--- config.mk ---
export PLATFORM = sky130hd
export DESIGN_NAME = wsg_sector_guard
export DESIGN_NICKNAME = d
export VERILOG_FILES = /design/src/rtl/wsg_pkg.sv /design/src/rtl/wsg_addr_check.sv /design/src/rtl/wsg_prot_lookup.sv /design/src/rtl/wsg_sector_guard.sv
export SDC_FILE = /design/constraint.sdc
export NUM_CORES = 1
export LEC_CHECK = 0
export BUFFER_PORTS_ARGS = -buffer_cell sky130_fd_sc_hd__buf_2
export CAP_MARGIN = 20
export CORE_UTILIZATION = 35
export DETAILED_ROUTE_END_ITERATION = 7
export GPL_TIMING_DRIVEN = 1
export PLACE_DENSITY = 0.61
export SYNTH_ARGS = -nofsm -noshare
export SYNTH_HDL_FRONTEND = slang
export SYNTH_SLANG_ARGS = --single-unit
--- constraint.sdc ---
create_clock -name clk -period 2.36 [get_ports clk]
set_clock_uncertainty 0.2 [all_clocks]
set_input_delay 0.236 -clock clk [delete_from_list [all_inputs] [get_ports clk]]
set_output_delay 0.236 -clock clk [all_outputs]
set_load 0.03 [all_outputs]
--- src/rtl/wsg_pkg.sv ---
package wsg_pkg;
  localparam int BANK_W         = 5;
  localparam int REGION_W       = 4;
  localparam int SIDE_W         = 32;
  localparam int GROUP_W        = 28;
  localparam int DIRECT_SECTORS = 32;
  localparam int GROUP_SPAN     = 8;

  localparam logic [REGION_W-1:0] REG_MAIN    = 4'b0001;
  localparam logic [REGION_W-1:0] REG_NONMAIN = 4'b0010;
  localparam logic [REGION_W-1:0] REG_TRIM    = 4'b0100;
  localparam logic [REGION_W-1:0] REG_ENGR    = 4'b1000;

  typedef struct packed {
    logic allow;
    logic fail_prot;
    logic fail_addr;
    logic skip;
  } wsg_result_t;
endpackage

--- src/rtl/wsg_addr_check.sv ---
module wsg_addr_check
  import wsg_pkg::*;
#(
  parameter int NUM_BANKS       = 5,
  parameter int MAIN_SECTORS    = 256,
  parameter int NONMAIN_SECTORS = 4,
  parameter int TRIM_SECTORS    = 2,
  parameter int ENGR_SECTORS    = 2,
  parameter int SEC_W           = 9
) (
  input  logic [BANK_W-1:0]   bank,
  input  logic [REGION_W-1:0] region,
  input  logic [SEC_W-1:0]    sector,
  input  logic                span,
  output logic                illegal
);
  localparam int LIM_W = SEC_W + 1;
  localparam logic [BANK_W-1:0] BANK_MASK = BANK_W'((1 << NUM_BANKS) - 1);

  logic             bank_ok;
  logic             region_ok;
  logic [LIM_W-1:0] limit;
  logic [LIM_W-1:0] last;

  always_comb begin
    bank_ok   = (bank != '0) && ((bank & (bank - 1'b1)) == '0) && ((bank & ~BANK_MASK) == '0);
    region_ok = (region != '0) && ((region & (region - 1'b1)) == '0);
    case (region)
      REG_MAIN:    limit = LIM_W'(MAIN_SECTORS);
      REG_NONMAIN: limit = LIM_W'(NONMAIN_SECTORS);
      REG_TRIM:    limit = LIM_W'(TRIM_SECTORS);
      REG_ENGR:    limit = LIM_W'(ENGR_SECTORS);
      default:     limit = '0;
    endcase
    last    = {1'b0, sector} + LIM_W'(span);
    illegal = !bank_ok || !region_ok || (last >= limit);
  end
endmodule

--- src/rtl/wsg_prot_lookup.sv ---
module wsg_prot_lookup
  import wsg_pkg::*;
#(
  parameter int SEC_W = 9
) (
  input  logic                      is_bank0,
  input  logic [REGION_W-1:0]       region,
  input  logic [SEC_W-1:0]          sector,
  input  logic [DIRECT_SECTORS-1:0] direct_word,
  input  logic [GROUP_W-1:0]        group_word,
  input  logic [SIDE_W-1:0]         nonmain_word,
  input  logic [SIDE_W-1:0]         trim_word,
  input  logic [SIDE_W-1:0]         engr_word,
  output logic                      hit
);
  localparam int GRP_SHIFT  = $clog2(GROUP_SPAN);
  localparam int GI_W       = $clog2(GROUP_W);
  localparam int DI_W       = $clog2(DIRECT_SECTORS);
  localparam int SI_W       = $clog2(SIDE_W);
  localparam int BANK0_SKIP = DIRECT_SECTORS / GROUP_SPAN;

  logic [SEC_W-1:0] gidx;
  logic             in_direct;
  logic             grp_usable;
  logic             main_hit;
  logic [SI_W-1:0]  side_idx;

  always_comb begin
    gidx       = sector >> GRP_SHIFT;
    side_idx   = sector[SI_W-1:0];
    in_direct  = is_bank0 && (sector < SEC_W'(DIRECT_SECTORS));
    grp_usable = (gidx < SEC_W'(GROUP_W)) && !(is_bank0 && (gidx < SEC_W'(BANK0_SKIP)));
    if (in_direct)       main_hit = direct_word[sector[DI_W-1:0]];
    else if (grp_usable) main_hit = group_word[gidx[GI_W-1:0]];
    else                 main_hit = 1'b0;
    case (region)
      REG_MAIN:    hit = main_hit;
      REG_NONMAIN: hit = nonmain_word[side_idx];
      REG_TRIM:    hit = trim_word[side_idx];
      REG_ENGR:    hit = engr_word[side_idx];
      default:     hit = 1'b0;
    endcase
  end
endmodule

--- src/rtl/wsg_sector_guard.sv ---
module wsg_sector_guard
  import wsg_pkg::*;
#(
  parameter int NUM_BANKS       = 5,
  parameter int MAIN_SECTORS    = 256,
  parameter int NONMAIN_SECTORS = 4,
  parameter int TRIM_SECTORS    = 2,
  parameter int ENGR_SECTORS    = 2,
  parameter int SEC_W           = 9
) (
  input  logic                      clk,
  input  logic                      rst_n,
  input  logic                      req_valid,
  output logic                      req_ready,
  input  logic [BANK_W-1:0]         req_bank,
  input  logic [REGION_W-1:0]       req_region,
  input  logic [SEC_W-1:0]          req_sector,
  input  logic                      req_span,
  input  logic                      req_erase_mask,
  input  logic [DIRECT_SECTORS-1:0] prot_direct,
  input  logic [GROUP_W-1:0]        prot_group,
  input  logic [SIDE_W-1:0]         prot_nonmain,
  input  logic [SIDE_W-1:0]         prot_trim,
  input  logic [SIDE_W-1:0]         prot_engr,
  output logic                      rsp_valid,
  input  logic                      rsp_ready,
  output logic                      rsp_allow,
  output logic                      rsp_fail_prot,
  output logic                      rsp_fail_addr,
  output logic                      rsp_skip
);
  localparam int LOOKUPS = 2;

  logic              span_eff;
  logic              addr_bad;
  logic [LOOKUPS-1:0] hit;
  wsg_result_t       verdict;
  wsg_result_t       rsp_q;
  logic              valid_q;

  // erase-mask queries look at one sector only
  assign span_eff = req_span & ~req_erase_mask;

  wsg_addr_check #(
    .NUM_BANKS      (NUM_BANKS),
    .MAIN_SECTORS   (MAIN_SECTORS),
    .NONMAIN_SECTORS(NONMAIN_SECTORS),
    .TRIM_SECTORS   (TRIM_SECTORS),
    .ENGR_SECTORS   (ENGR_SECTORS),
    .SEC_W          (SEC_W)
  ) u_addr (
    .bank   (req_bank),
    .region (req_region),
    .sector (req_sector),
    .span   (span_eff),
    .illegal(addr_bad)
  );

  // one lookup for the addressed sector, one for its successor
  generate
    for (genvar g = 0; g < LOOKUPS; g++) begin : g_look
      logic [SEC_W-1:0] sec_g;
      assign sec_g = req_sector + SEC_W'(g);
      wsg_prot_lookup #(.SEC_W(SEC_W)) u_look (
        .is_bank0    (req_bank[0]),
        .region      (req_region),
        .sector      (sec_g),
        .direct_word (prot_direct),
        .group_word  (prot_group),
        .nonmain_word(prot_nonmain),
        .trim_word   (prot_trim),
        .engr_word   (prot_engr),
        .hit         (hit[g])
      );
    end
  endgenerate

  always_comb begin
    verdict = '0;
    if (addr_bad) begin
      verdict.fail_addr = 1'b1;
    end else if (req_erase_mask) begin
      verdict.skip  = hit[0];
      verdict.allow = ~hit[0];
    end else begin
      verdict.fail_prot = hit[0] | (span_eff & hit[1]);
      verdict.allow     = ~(hit[0] | (span_eff & hit[1]));
    end
  end

  assign req_ready = ~valid_q | rsp_ready;

  always_ff @(posedge clk or negedge rst_n) begin
    if (!rst_n) begin
      valid_q <= 1'b0;
      rsp_q   <= '0;
    end else if (req_valid && req_ready) begin
      valid_q <= 1'b1;
      rsp_q   <= verdict;
    end else if (rsp_ready) begin
      valid_q <= 1'b0;
    end
  end

  assign rsp_valid     = valid_q;
  assign rsp_allow     = rsp_q.allow;
  assign rsp_fail_prot = rsp_q.fail_prot;
  assign rsp_fail_addr = rsp_q.fail_addr;
  assign rsp_skip      = rsp_q.skip;
endmodule

==> impl_metrics.env, run 1 <==
export IMPL_antennaDiodeCount=0
export IMPL_crit_family="compound AO/OA/AOI/OAI gates"
export IMPL_routedWlPerCell_um=18.6
export IMPL_status="complete, but fails checks"
export IMPL_critPathKind="input pin to flip-flop"
export IMPL_slew_headroom_pct=69.8
export IMPL_cts_sinks=5
export IMPL_slowest_stage="mux4_2"
export IMPL_stdcell_count=730
export IMPL_start_kind="input pin"
export IMPL_violations="negative setup slack"
export IMPL_final_setup_viol_count=3
export IMPL_drv_cap=0
export IMPL_die_y_um=103
export IMPL_hp_class="input pin to flip-flop"
export IMPL_peakVddDrop_mv=0.158
export IMPL_syn_nets=522
export IMPL_grt_pass1_vias=4124
export IMPL_tritoncts="yes"
export IMPL_drc=0
export IMPL_synth_ff_type="dfrtp_1"
export IMPL_hold_violations=0
export IMPL_crit_fanout=4
export IMPL_power_leakage_nw=2.50
export IMPL_worst_path_buf_inv=2
export IMPL_worst_pin_slew_ns=0.447
export IMPL_hpwlAfterDp_mm=11.5
export IMPL_portBuffers=185
export IMPL_viasPerCell=5.72
export IMPL_drtIter0Drc=129
export IMPL_synth_distinct_cells=62
export IMPL_ant_nets=0
export IMPL_ios=186
export IMPL_synth_edf_count=0
export IMPL_cts_buffers=3
export IMPL_fin_crit_ns=2.66
export IMPL_netlist_top_cells_count="mux4_2 (64), mux2i_1 (33), nand2_1 (30)"
export IMPL_rows=36
export IMPL_area_growth_synth_to_final_pct=56.4
export IMPL_gr_usage_all_layers_pct=24.9
export IMPL_path_clk_slew_ns=0.04
export IMPL_synth_cell_area_sq_um=3590
export IMPL_cp_startpoint="req_sector[0]"
export IMPL_coreArea_sq_um=9860
export IMPL_hold_slack_ns=0.0474
export IMPL_min_from="req_valid"
export IMPL_fillers=906
export IMPL_synth_top_area_share_pct=40.1
export IMPL_fmax_ghz=0.375
export IMPL_crit_path_end_kind="flip-flop"
export IMPL_fin_ws_ns=-0.304
export IMPL_overflow=0
export IMPL_rsz0062_at_grt="true"
export IMPL_worstPathCellList="buf_12 -> ha_4 -> buf_6 -> mux4_2 -> and2_4 -> a211oi_2 -> a311oi_1 -> o21bai_1 -> a31o_2 -> o31ai_4 -> a221o_1"
export IMPL_grt_pass1_wl_mm=20.4
export IMPL_initial_core_util_pct=36.4
export IMPL_ff2ff_setup_slack_ns=0.40
export IMPL_pre_cts_ws_ns=-0.587
export IMPL_required_ns=2.26
export IMPL_power_density_nw_per_um2=246
export IMPL_dp_cells=717
export IMPL_htreeDepth=1
export IMPL_synth_top_area_cell="mux4_2"
export IMPL_synth_async_reset_ratio_pct=100
export IMPL_p_total_mw=1.38
export IMPL_detail_route_first_pass_iterations=4
export IMPL_cts_max_path_buffers=2
export IMPL_drive_gt1_share_pct=68.2
export IMPL_tns_ns=-0.687
export IMPL_gp_congestion=0.843
export IMPL_yosys_top_cells_area="mux4_2 (40%), mux2i_1 (9.2%), dfrtp_1 (3.5%)"
export IMPL_grt_max_degree=17
export IMPL_wirelength_mm=13.6
export IMPL_ys_ff_latch=5
export IMPL_die_area_sq_um=10700
export IMPL_crit_reg2reg_launch="rsp_valid"
export IMPL_arrival_ns=2.56
export IMPL_fp_dieW_um=103
export IMPL_finalMaxSlewViolations=0
export IMPL_synth_area_per_cell_sq_um=10.7
export IMPL_ys_warn_count=0
export IMPL_antenna_found_initial=0
export IMPL_syn_inst=336
export IMPL_yosysSeqAreaShare_pct=3.48
export IMPL_period_share_pct=113
export IMPL_clkLatencyLatePin_ns=0.22
export IMPL_slowest_delay_ns=0.48
export IMPL_layout_nets=784
export IMPL_vias=4178
export IMPL_cts_root_buf="clkbuf_8"
export IMPL_yosysMostFrequentCell="mux4_2"
==> sequential cells by signal (all words and copies together), names as in the netlist <==
signal	cells
rsp_fail_addr	1
rsp_valid	1
rsp_fail_prot	1
rsp_allow	1
rsp_skip	1
==> worst paths after layout <==
check	end	cells after the start
setup / recovery	rsp_fail_prot	11
hold / removal	rsp_valid	2
setup reg to reg	rsp_skip	6
hold reg to reg	rsp_allow	2
max in group asynchronous	rsp_valid	2
min in group asynchronous	rsp_fail_addr	2
==> metrics by stage <==
step                      utilization (%)  instance area, sq um
after detailed placement             53.4                  5270
after global routing                 56.9                  5620
after global placement               53.4                  5270
after CTS                            56.3                  5550
final                                56.9                  5620
after floorplan                         -                  3650
==> what timing repair did <==
| action | 4_1_cts | 5_1_grt |
|---|---|---|
| setup endpoints to repair | 4 | 4 |
| resized for setup | 26 | 37 |
| hold buffers | 1 | 0 |
| hold endpoints to repair | 5 | 0 |
| setup buffers | 6 | 4 |
| pin swaps | 14 | 23 |
| gates cloned | 2 | 0 |
==> report_power, final <==
part | switching, mW | internal (mW) | total [mW]
clock network | 0.0426 | 0.113 | 0.156
registers | 0.000742 | 0.0878 | 0.0886
logic | 0.488 | 0.651 | 1.14
total | 0.531 | 0.853 | 1.38
==> cells by family (layout without fill, tap and decap cells) <==
group                    after synthesis  count (layout)  synth area share, %
adder cells (fa/ha/maj)                6               6                 2.09
XOR/XNOR                              14              14                 4.46
AND/OR/NAND/NOR                       93              93                 14.0
multiplexers                         108             108                 54.6
flip-flops                             5               5                 3.48
buffers and inverters                 38             299                 6.66
AO/OA/AOI/OAI                         72              72                 14.7
==> routing by layer <==
layer	vias up	wire length (um)	part of all wire (%)	track usage (%)
met2	189	6950	51	46.3
met3	22	855	6.3	2.35
met5	-	0	0	0
li1	1938	-	-	-
met1	2029	5520	41	31.5
met4	0	267	2.0	4.98
==> layout by cell type, fill, tap and decap left out, types with 4 or more instances in the layout <==
cell type	n
a211oi_2	6
a21oi_1	11
a221oi_1	5
and2_1	5
buf_12	7
buf_2	182
buf_4	85
buf_6	13
dfrtp_1	5
inv_1	6
mux2i_1	31
mux4_2	68
nand2_1	28
nand2b_1	4
nand3_1	11
nand3b_1	5
nor2_1	10
nor3_1	5
o21ai_0	5
o21ai_1	6
o221ai_1	4
xnor2_1	7
xor2_1	5
==> cell type report <==
cell class / count / area [sq um] / area share, %
tap: 133 / 166 / 2.96
timing repair buffer: 288 / 1850 / 32.9
sequential: 5 / 125 / 2.23
inverter: 7 / 26.3 / 0.468
clock buffer: 3 / 41.3 / 0.735
clock inverter: 1 / 5.00 / 0.0891
multi-input combinational: 293 / 3410 / 60.7
Note: power is estimated with default switching activity, not from simulation.
==> inputs of run 2 (changes only) <==
--- a/config.mk
+++ b/config.mk
@@ -7,10 +7,14 @@
 export LEC_CHECK = 0
 export BUFFER_PORTS_ARGS = -buffer_cell sky130_fd_sc_hd__buf_2
 export CAP_MARGIN = 20
-export CORE_UTILIZATION = 35
+export CELL_PAD_IN_SITES_DETAIL_PLACEMENT = 1
+export CELL_PAD_IN_SITES_GLOBAL_PLACEMENT = 2
+export CORE_ASPECT_RATIO = 0.75
+export CORE_UTILIZATION = 27
 export DETAILED_ROUTE_END_ITERATION = 7
 export GPL_TIMING_DRIVEN = 1
-export PLACE_DENSITY = 0.61
+export PLACE_DENSITY = 0.79
+export SLEW_MARGIN = 20
 export SYNTH_ARGS = -nofsm -noshare
 export SYNTH_HDL_FRONTEND = slang
 export SYNTH_SLANG_ARGS = --single-unit
==> run 2 against run 1 <==
Final cell count is 5.2% higher. Largest cell class unchanged. Non-clock buffer count stayed put. Critical path type unchanged. Register-to-register slack hardly changed. Critical path depth is 2 lower. Largest power group unchanged. The run still ends with negative setup slack left.
==> impl_metrics.env, run 2 (synthesized netlist as in run 1, its figures left out) <==
export IMPL_rsz0062_at_grt="true"
export IMPL_power_leakage_nw=2.56
export IMPL_final_setup_viol_count=3
export IMPL_routedWlPerCell_um=21.5
export IMPL_crit_top_cell="mux4_2"
export IMPL_die_y_um=102
export IMPL_grt_pass1_wl_mm=25.4
export IMPL_antenna_found_initial=0
export IMPL_arrival_ns=2.60
export IMPL_ios=186
export IMPL_cts_root_buf="clkbuf_16"
export IMPL_layout_nets=784
export IMPL_drv_cap=0
export IMPL_worst_path_buf_inv=2
export IMPL_peakVddDrop_mv=0.147
export IMPL_hp_class="input pin to flip-flop"
export IMPL_clkLatencyLatePin_ns=0.23
export IMPL_final_common_cell="buf_2"
export IMPL_slew_headroom_pct=70.2
export IMPL_drtIter0Drc=161
export IMPL_drive_gt1_share_pct=67.2
export IMPL_required_ns=2.27
export IMPL_hpwlAfterDp_mm=13.4
export IMPL_finalMaxSlewViolations=0
export IMPL_drc=0
export IMPL_cts_max_path_buffers=2
export IMPL_rows=36
export IMPL_viasPerCell=5.65
export IMPL_antennaDiodeCount=0
export IMPL_fin_ws_ns=-0.331
export IMPL_violations="negative setup slack"
export IMPL_grt_pass1_vias=4791
export IMPL_initial_core_util_pct=27.7
export IMPL_worst_pin_slew_ns=0.445
export IMPL_crit_fanout=6
export IMPL_power_density_nw_per_um2=270
export IMPL_fin_crit_ns=2.69
export IMPL_die_area_sq_um=13800
export IMPL_crit_family="multiplexers"
export IMPL_final_cell_mix="buf_2 (182), buf_4 (83), mux4_2 (68), nand2_1 (30), mux2i_1 (28)"
export IMPL_path_clk_slew_ns=0.03
export IMPL_grt_max_degree=20
export IMPL_wirelength_mm=16.5
export IMPL_fp_dieW_um=135
export IMPL_gr_usage_all_layers_pct=23.8
export IMPL_worstPathCellList="buf_8 -> ha_4 -> buf_12 -> mux4_2 -> mux4_2 -> o21ai_1 -> a31o_2 -> o31ai_4 -> a221o_1"
export IMPL_fmax_ghz=0.372
export IMPL_final_core_util_pct=44.8
export IMPL_tns_ns=-0.711
export IMPL_cts_sinks=5
export IMPL_crit_path_end_kind="flip-flop"
export IMPL_hold_violations=0
export IMPL_gp_congestion=0.874
export IMPL_status="complete, but fails checks"
export IMPL_overflow=0
export IMPL_slowest_stage="mux4_2"
export IMPL_area_growth_synth_to_final_pct=61.8
export IMPL_coreArea_sq_um=13000
export IMPL_start_kind="input pin"
export IMPL_detail_route_first_pass_iterations=4
export IMPL_critPathKind="input pin to flip-flop"
export IMPL_ant_nets=0
export IMPL_portBuffers=185
export IMPL_htreeDepth=1
export IMPL_tritoncts="yes"
export IMPL_slowest_delay_ns=0.50
export IMPL_period_share_pct=114
export IMPL_cts_buffers=3
export IMPL_vias=4339
run 2: where the power goes:
part	internal (mW)	total (mW)	switching [mW]
combinational	0.673	1.20	0.524
sequential	0.0879	0.0887	0.000758
clock	0.224	0.280	0.0562
run 2: cell type report:
class | count | area (sq um)
well taps | 171 | 214
repair buffers | 288 | 1960
multi-input cells | 293 | 3400
clock buffers | 4 | 78.8
fillers | 1501 | 7160
inverters | 7 | 26.3
flip-flops and latches | 5 | 125
run 2: final timing paths:
path / startpoint / end / slack [ns] / depth (start not counted)
max: req_sector[1] / rsp_fail_prot / -0.33 / 9
min: req_valid / rsp_valid / 0.04 / 2
max reg2reg: rsp_valid / rsp_fail_prot / 0.41 / 6
min reg2reg: rsp_allow / rsp_allow / 0.28 / 2
max in group asynchronous: rst_n / rsp_valid / 1.68 / 2
min in group asynchronous: rst_n / rsp_allow / 0.15 / 2
run 2: what timing repair did:
action,in CTS,in global routing
setup endpoints to repair,4,4
endpoints found under the hold margin,5,0
gates resized for setup,38,18
hold buffers,1,0
pin swaps,19,6
buffers inserted,13,0
gates cloned,4,0
run 2: metal layers:
metal	wire length [um]	part of all wire, %	vias up	GRT usage (%)
li1	-	-	1949	-
met1	6620	40	2151	29.6
met2	8520	52	215	45.2
met3	1150	7.0	24	2.13
met4	233	1.4	0	4.24
met5	0	0	-	0
run 2: through the flow:
stage	area, sq um	instances	worst slack [ns]	total power, mW	hold WS [ns]
after detailed placement	5260	746	-0.610	1.14	-0.142
after global routing	5810	768	-0.417	1.66	0.0586
after floorplan	3650	336	-0.294	0.697	-0.260
after global placement	5260	746	-0.592	1.11	-0.147
final	5810	768	-0.331	1.57	0.0364
after CTS	5720	768	-0.325	1.54	0.0344
